`src/rtl/hest_pkg.sv`:
```
package hest_pkg;

    // Pass sequencer states
    typedef enum logic [2:0] {
        ST_IDLE,
        ST_GATHER,
        ST_RESOLVE,
        ST_ADAPT,
        ST_DONE
    } hest_state_t;

endpackage

```
`src/rtl/hest_mul.sv`:
```
module hest_mul #(
    parameter int A_W = 24,
    parameter int B_W = 17
) (
    input  logic signed [A_W-1:0]     a,
    input  logic signed [B_W-1:0]     b,
    output logic signed [A_W+B_W-1:0] p
);
    // Single shared signed multiplier for every phase of a pass
    assign p = a * b;
endmodule

```
`src/rtl/hest_wram.sv`:
```
module hest_wram #(
    parameter int DEPTH = 9,
    parameter int WIDTH = 24,
    parameter int AW    = 4
) (
    input  logic                    clk,
    input  logic                    rst,
    input  logic [AW-1:0]           rd_addr,
    output logic signed [WIDTH-1:0] rd_data,
    input  logic                    wr_en,
    input  logic [AW-1:0]           wr_addr,
    input  logic signed [WIDTH-1:0] wr_data,
    output logic [DEPTH*WIDTH-1:0]  flat_o
);
    logic signed [WIDTH-1:0] mem [DEPTH];

    always_ff @(posedge clk) begin
        if (rst) begin
            for (int i = 0; i < DEPTH; i++) mem[i] <= '0;
        end else if (wr_en) begin
            mem[wr_addr] <= wr_data;
        end
    end

    assign rd_data = mem[rd_addr];

    for (genvar g = 0; g < DEPTH; g++) begin : g_flat
        assign flat_o[g*WIDTH +: WIDTH] = mem[g];
    end
endmodule

```
`src/rtl/hest_channel.sv`:
```
module hest_channel
    import hest_pkg::*;
#(
    parameter int N_HARM  = 4,
    parameter int D_W     = 16,
    parameter int W_W     = 24,
    parameter int ACC_W   = 40,
    parameter int STEP_W  = 16,
    parameter int STEP_SH = 15
) (
    input  logic                              clk,
    input  logic                              rst,
    input  logic                              start_i,
    input  logic signed [D_W-1:0]             sample_i,
    input  logic                              basis_vld_i,
    input  logic signed [D_W-1:0]             basis_i,
    input  logic [STEP_W-1:0]                 step_i,
    output logic signed [D_W-1:0]             est_o,
    output logic signed [D_W:0]               err_o,
    output logic                              valid_o,
    output logic [(2*N_HARM+1)*W_W-1:0]       weights_o
);
    localparam int N_W    = 2 * N_HARM + 1;
    localparam int IDX_W  = $clog2(N_W);
    localparam int FRAC   = D_W - 1;
    localparam int E_W    = D_W + 1;
    localparam int P_W    = W_W + E_W;
    localparam int SW     = ((ACC_W > P_W) ? ACC_W : P_W) + 2;
    localparam logic [IDX_W-1:0] LAST_G = IDX_W'(2 * N_HARM - 1);
    localparam logic [IDX_W-1:0] LAST_U = IDX_W'(N_W - 1);
    localparam logic signed [E_W-1:0] ONE = E_W'(1) <<< FRAC;

    function automatic logic signed [W_W-1:0] sat_wt(input logic signed [SW-1:0] v);
        logic signed [SW-1:0] hi, lo;
        hi = (SW'(1) <<< (W_W - 1)) - SW'(1);
        lo = ~hi;
        if (v > hi)      return hi[W_W-1:0];
        else if (v < lo) return lo[W_W-1:0];
        else             return v[W_W-1:0];
    endfunction

    function automatic logic signed [ACC_W-1:0] sat_acc(input logic signed [SW-1:0] v);
        logic signed [SW-1:0] hi, lo;
        hi = (SW'(1) <<< (ACC_W - 1)) - SW'(1);
        lo = ~hi;
        if (v > hi)      return hi[ACC_W-1:0];
        else if (v < lo) return lo[ACC_W-1:0];
        else             return v[ACC_W-1:0];
    endfunction

    function automatic logic signed [D_W-1:0] sat_d(input logic signed [SW-1:0] v);
        logic signed [SW-1:0] hi, lo;
        hi = (SW'(1) <<< (D_W - 1)) - SW'(1);
        lo = ~hi;
        if (v > hi)      return hi[D_W-1:0];
        else if (v < lo) return lo[D_W-1:0];
        else             return v[D_W-1:0];
    endfunction

    hest_state_t st, st_nx;

    logic [IDX_W-1:0]         idx;
    logic signed [ACC_W-1:0]  acc;
    logic signed [D_W-1:0]    samp_q;
    logic signed [W_W-1:0]    gain_q;
    logic signed [D_W-1:0]    est_q;
    logic signed [E_W-1:0]    err_q;
    logic signed [D_W-1:0]    xbuf [N_W];

    logic [IDX_W-1:0]         rd_addr;
    logic signed [W_W-1:0]    w_rd;
    logic signed [W_W-1:0]    w_new;
    logic                     wr_en;
    logic signed [W_W-1:0]    mul_a;
    logic signed [E_W-1:0]    mul_b;
    logic signed [P_W-1:0]    prod;

    logic signed [SW-1:0]     acc_x, prod_x;
    logic signed [ACC_W-1:0]  acc_nx;
    logic signed [D_W-1:0]    est_c;
    logic signed [E_W-1:0]    err_c;
    logic signed [W_W-1:0]    gain_c;

    hest_wram #(.DEPTH(N_W), .WIDTH(W_W), .AW(IDX_W)) i_wram (
        .clk     (clk),
        .rst     (rst),
        .rd_addr (rd_addr),
        .rd_data (w_rd),
        .wr_en   (wr_en),
        .wr_addr (idx),
        .wr_data (w_new),
        .flat_o  (weights_o)
    );

    hest_mul #(.A_W(W_W), .B_W(E_W)) i_mul (
        .a (mul_a),
        .b (mul_b),
        .p (prod)
    );

    // Arithmetic around the shared multiplier
    always_comb begin
        acc_x  = SW'(acc);
        prod_x = SW'(prod);
        acc_nx = sat_acc(acc_x + prod_x);
        est_c  = sat_d(acc_x >>> FRAC);
        err_c  = E_W'(samp_q) - E_W'(est_c);
        gain_c = sat_wt(prod_x >>> STEP_SH);
        w_new  = sat_wt(SW'(w_rd) + (prod_x >>> FRAC));
    end

    // State register
    always_ff @(posedge clk) begin
        if (rst) st <= ST_IDLE;
        else     st <= st_nx;
    end

    always_comb begin
        st_nx = st;
        unique case (st)
            ST_IDLE:    if (start_i) st_nx = ST_GATHER;
            ST_GATHER:  if (basis_vld_i && idx == LAST_G) st_nx = ST_RESOLVE;
            ST_RESOLVE: st_nx = ST_ADAPT;
            ST_ADAPT:   if (idx == LAST_U) st_nx = ST_DONE;
            ST_DONE:    st_nx = ST_IDLE;
            default:    st_nx = ST_IDLE;
        endcase
    end

    // Outputs and operand selection per state
    always_comb begin
        rd_addr = idx;
        mul_a   = w_rd;
        mul_b   = E_W'(basis_i);
        wr_en   = 1'b0;
        valid_o = 1'b0;
        unique case (st)
            ST_GATHER:  rd_addr = idx + 1'b1;
            ST_RESOLVE: begin
                mul_a = $signed({{(W_W-STEP_W){1'b0}}, step_i});
                mul_b = err_c;
            end
            ST_ADAPT: begin
                mul_a = gain_q;
                mul_b = (idx == '0) ? ONE : E_W'(xbuf[idx]);
                wr_en = 1'b1;
            end
            ST_DONE:    valid_o = 1'b1;
            default: ;
        endcase
    end

    assign est_o = est_q;
    assign err_o = err_q;

    // Datapath registers
    always_ff @(posedge clk) begin
        if (rst) begin
            idx    <= '0;
            acc    <= '0;
            samp_q <= '0;
            gain_q <= '0;
            est_q  <= '0;
            err_q  <= '0;
            for (int i = 0; i < N_W; i++) xbuf[i] <= '0;
        end else begin
            unique case (st)
                ST_IDLE: if (start_i) begin
                    samp_q <= sample_i;
                    acc    <= ACC_W'(w_rd) <<< FRAC;
                    idx    <= '0;
                end
                ST_GATHER: if (basis_vld_i) begin
                    acc                <= acc_nx;
                    xbuf[idx + 1'b1]   <= basis_i;
                    idx                <= (idx == LAST_G) ? '0 : idx + 1'b1;
                end
                ST_RESOLVE: begin
                    est_q  <= est_c;
                    err_q  <= err_c;
                    gain_q <= gain_c;
                end
                ST_ADAPT: idx <= (idx == LAST_U) ? '0 : idx + 1'b1;
                default: ;
            endcase
        end
    end


    valid_pulse_chk: assert property (@(posedge clk) disable iff (rst)
        valid_o |=> !valid_o);


    start_busy_chk: assert property (@(posedge clk) disable iff (rst)
        (st != ST_IDLE && start_i) |=> $stable(samp_q));


    gap_hold_chk: assert property (@(posedge clk) disable iff (rst)
        (st == ST_GATHER && !basis_vld_i) |=> ($stable(idx) && $stable(acc)));


    est_hold_chk: assert property (@(posedge clk) disable iff (rst)
        (st != ST_RESOLVE) |=> $stable(est_o));


    adapt_walk_chk: assert property (@(posedge clk) disable iff (rst)
        (st == ST_ADAPT && idx != LAST_U) |=> (st == ST_ADAPT && idx == $past(idx) + 1'b1));


    zero_gain_chk: assert property (@(posedge clk) disable iff (rst)
        (st == ST_ADAPT && gain_q == '0) |=> $stable(weights_o));
endmodule

```
`config.mk`:
```
export PLATFORM = sky130hd
export DESIGN_NAME = hest_channel
export DESIGN_NICKNAME = d
export VERILOG_FILES = /design/src/rtl/hest_pkg.sv /design/src/rtl/hest_mul.sv /design/src/rtl/hest_wram.sv /design/src/rtl/hest_channel.sv
export SDC_FILE = /design/constraint.sdc
export NUM_CORES = 2
export LEC_CHECK = 0
export ABC_AREA = 1
export BUFFER_PORTS_ARGS = -buffer_cell sky130_fd_sc_hd__buf_2
export CELL_PAD_IN_SITES_DETAIL_PLACEMENT = 1
export CELL_PAD_IN_SITES_GLOBAL_PLACEMENT = 1
export CORE_UTILIZATION = 51
export DETAILED_ROUTE_END_ITERATION = 10
export PLACE_DENSITY_LB_ADDON = 0.1
export SYNTH_ARGS = -nofsm -noshare
export SYNTH_HDL_FRONTEND = slang
export SYNTH_HIERARCHICAL = 1
export SYNTH_SLANG_ARGS = --single-unit
```
`constraint.sdc`:
```
create_clock -name clk -period 20.5 [get_ports clk]
set_input_delay 1.025 -clock clk [delete_from_list [all_inputs] [get_ports clk]]
set_output_delay 1.025 -clock clk [all_outputs]
set_load 0.01 [all_outputs]
```
==> flow_metrics.tcl <==
set metrics [dict create \
    status "complete, no violations" \
    synth_edf_count 640 \
    dp_hpwl_um 157000 \
    fin_crit_sh_pct 70.4 \
    fmax_mhz 69.3 \
    synth_nets 7448 \
    fin_skew_ns 0.0287 \
    fin_nets 7616 \
    fp.dieArea_um2 110000 \
    syn_area_per_cell_um2 8.17 \
    gr-total-overflow 0 \
    wl_met3_um 18600 \
    grt_pass1_wl_um 318000 \
    worstMarginPinSlew_ns 1.24 \
    core_area_um2 108000 \
    drt_first_pass_iters 6 \
    drc 0 \
    initial_utilization_pct 51.7 \
    yosysTopAreaCellShare_pct 34.6 \
    grt_usage_pct 38.4 \
    cp_max_fo 58 \
    clk_latency_ns 0.67 \
    yosys.area_share.simple_pct 22.7 \
    hp-class "flip-flop to flip-flop" \
    drt_first_iter_violations 4626 \
    hold_viol 0 \
    ys_types 59 \
    grt_setup_unrepaired "no" \
    io_pins 302 \
    cts_buffer_depth 3 \
    hold-worst-slack_ns 0.459 \
    fin_crit_ns 14.43 \
    grt_max_degree 93 \
    wl_per_cell_um 25.3 \
    fin_setup_tns_ns 0 \
    dr_wl_met2_um 97000 \
    yosysMostFrequentCell "nand2_1" \
    setup_slack_ns 6.07 \
    h-tree-depth 3 \
    ant_nets 0 \
    synthArstFlopShare_pct 0 \
    ctsResizeCount 0 \
    final_area_um2 61000 \
    drt-met1-wl_um 88000 \
    final_max_slew_viol_count 0 \
    clock_sinks 764 \
    cap_viol_max_count 0 \
    critPathArrivalTime_ns 14.91 \
    die_w_um 332 \
    regToRegStartpoint "st[0]" \
    yosys.area.top_type "edfxtp_1" \
    relSlewSlack_pct 17.2 \
    synth_compound_area_share_pct 7.05 \
    vias_per_cell 5.80 \
    routed_wl_um 214000 \
    yosys-top-cells-area "edfxtp_1 35%, fa_1 15%, nand2_1 12%, inv_1 8.6%, nor2_1 4.8%" \
    ys_seq_elements 764 \
    place_congestion 1.05 \
    nFillCells 13100 \
    synth_warnings 6 \
    multi_input_area_um2 27600 \
    required_ns 20.98 \
    synth_top_family_by_area "simple AND/OR/NAND/NOR gates" \
    synthAdderAreaFrac_pct 18.8 \
    critPathLaunch "st[0]" \
    netlist_instances 6805 \
    r2r_setup_slack_ns 6.07 \
    regArea_um2 21700 \
    yosysSeqAreaShare_pct 39.0 \
    place_ws_ns 6.52 \
    synthXorXnorAreaFrac_pct 1.01 \
    syn_to_final_growth_pct 9.76 \
    port_buffers 301 \
    cp-end-kind "flip-flop" \
    synthMuxAreaShare_pct 0 \
    num_vias 49000 \
    drive_gt1_share_pct 9.91 \
    max_stage_delay_ns 0.84 \
    clkSlewWorstSetupHoldPaths_ns 0.06 \
    synthTopCellsByCount "1778 x nand2_1, 1275 x inv_1, 711 x nor2_1" \
    cp-start-kind "flip-flop" \
    yosys_most_used_dff "edfxtp_1" \
    grt_pass1_vias 51400 \
    numCtsBuffers 81 \
    die_height_um 332 \
    cp_slowest_cell "clkinv_2" \
    cts_tree "done" \
    cts_root_buffer "clkbuf_16" \
    netlist_area_um2 55600 \
    post_cts_buffers 0 \
    min_from "err_o[1]" \
    hold_buffers 0 \
    rows 120 \
    setup_viol 0 \
    antenna_found_initial 15 \
    postPlaceCellArea_um2 58300 \
    worstSetupPathType "flip-flop to flip-flop" \
    top_layer "met5" \
]
-- cell usage in the layout (no fill, tap or decap), drive strengths merged, types with 2 or more instances in the layout --
cell and count:
nand2 1832, inv 1295, nor2 736, edfxtp 640, nand3 413, fa 404, buf 384, o21ai 291
a21oi 209, ha 187, dfxtp 124, clkbuf 99, clkinv 76, xor2 49, o211ai 45, o221ai 33
nor3 32, nand4 29, o22ai 29, or2 23, o21bai 18, xnor2 15, bufinv 10, a31oi 9
a21o 9, a22o 8, diode 6, a22oi 6, a21boi 6, nor4 5, clkinvlp 3, nand3b 3
o31ai 3, a211oi 2, a32o 2
-- critical path: cells and delay by family (launching register included) --
kind	cells	cell delay, ns
buffers and inverters	13	3.49
adder cells (fa/ha/maj)	8	3.81
AO/OA/AOI/OAI	4	1.21
XOR/XNOR	2	0.68
AND/OR/NAND/NOR	23	4.61
flip-flops	1	0.37
-- metrics by stage --
stage          instances  util [%]
2_1_floorplan       6805         -
5_1_grt             8440      56.7
4_1_cts             8438      56.7
3_5_place_dp        8293      54.2
3_3_place_gp        8293      54.2
6_report            8444      56.8
-- cell families (layout without fill, tap and decap cells) --
kind of cell | Yosys count | in the layout
simple gates | 3078 | 3078
buf+inv | 1637 | 1867
flops | 764 | 764
compound gates | 671 | 671
fa+ha+maj | 591 | 591
xor+xnor | 64 | 64
other cells | 0 | 6
-- cell type report --
type | count | share of cell area (%)
Timing Repair Buffer | 384 | 3.49
Antenna cell | 6 | 0.0246
Sequential cell | 764 | 35.6
Clock buffer | 99 | 3.53
Tap cell | 1403 | 2.88
Multi-Input combinational cell | 4404 | 45.3
Inverter | 1338 | 8.25
Clock inverter | 46 | 0.960
-- flip-flops by register name (all words and copies together) (netlist names), named ones only --
register,count
err_o,17
st,3
samp_q,16
gain_q,24
idx,4
i_wram/mem,384
acc,40
est_o,16
xbuf,256
-- layer usage --
metal	global-route usage, %	up-vias
li1	-	21500
met1	52.4	24700
met2	60.1	2271
met3	6.68	487
met4	16.9	8
met5	0	-
-- path summary, 6_finish.rpt --
check / depth (start not counted) / endpoint
max: 50 / i_wram/mem[7][16]
min: 2 / err_o[1]
max reg2reg: 50 / i_wram/mem[7][16]
min reg2reg: 2 / err_o[1]
Power is not shown: default switching activity piles up to over one toggle a cycle in this logic, so the estimate is an artifact.
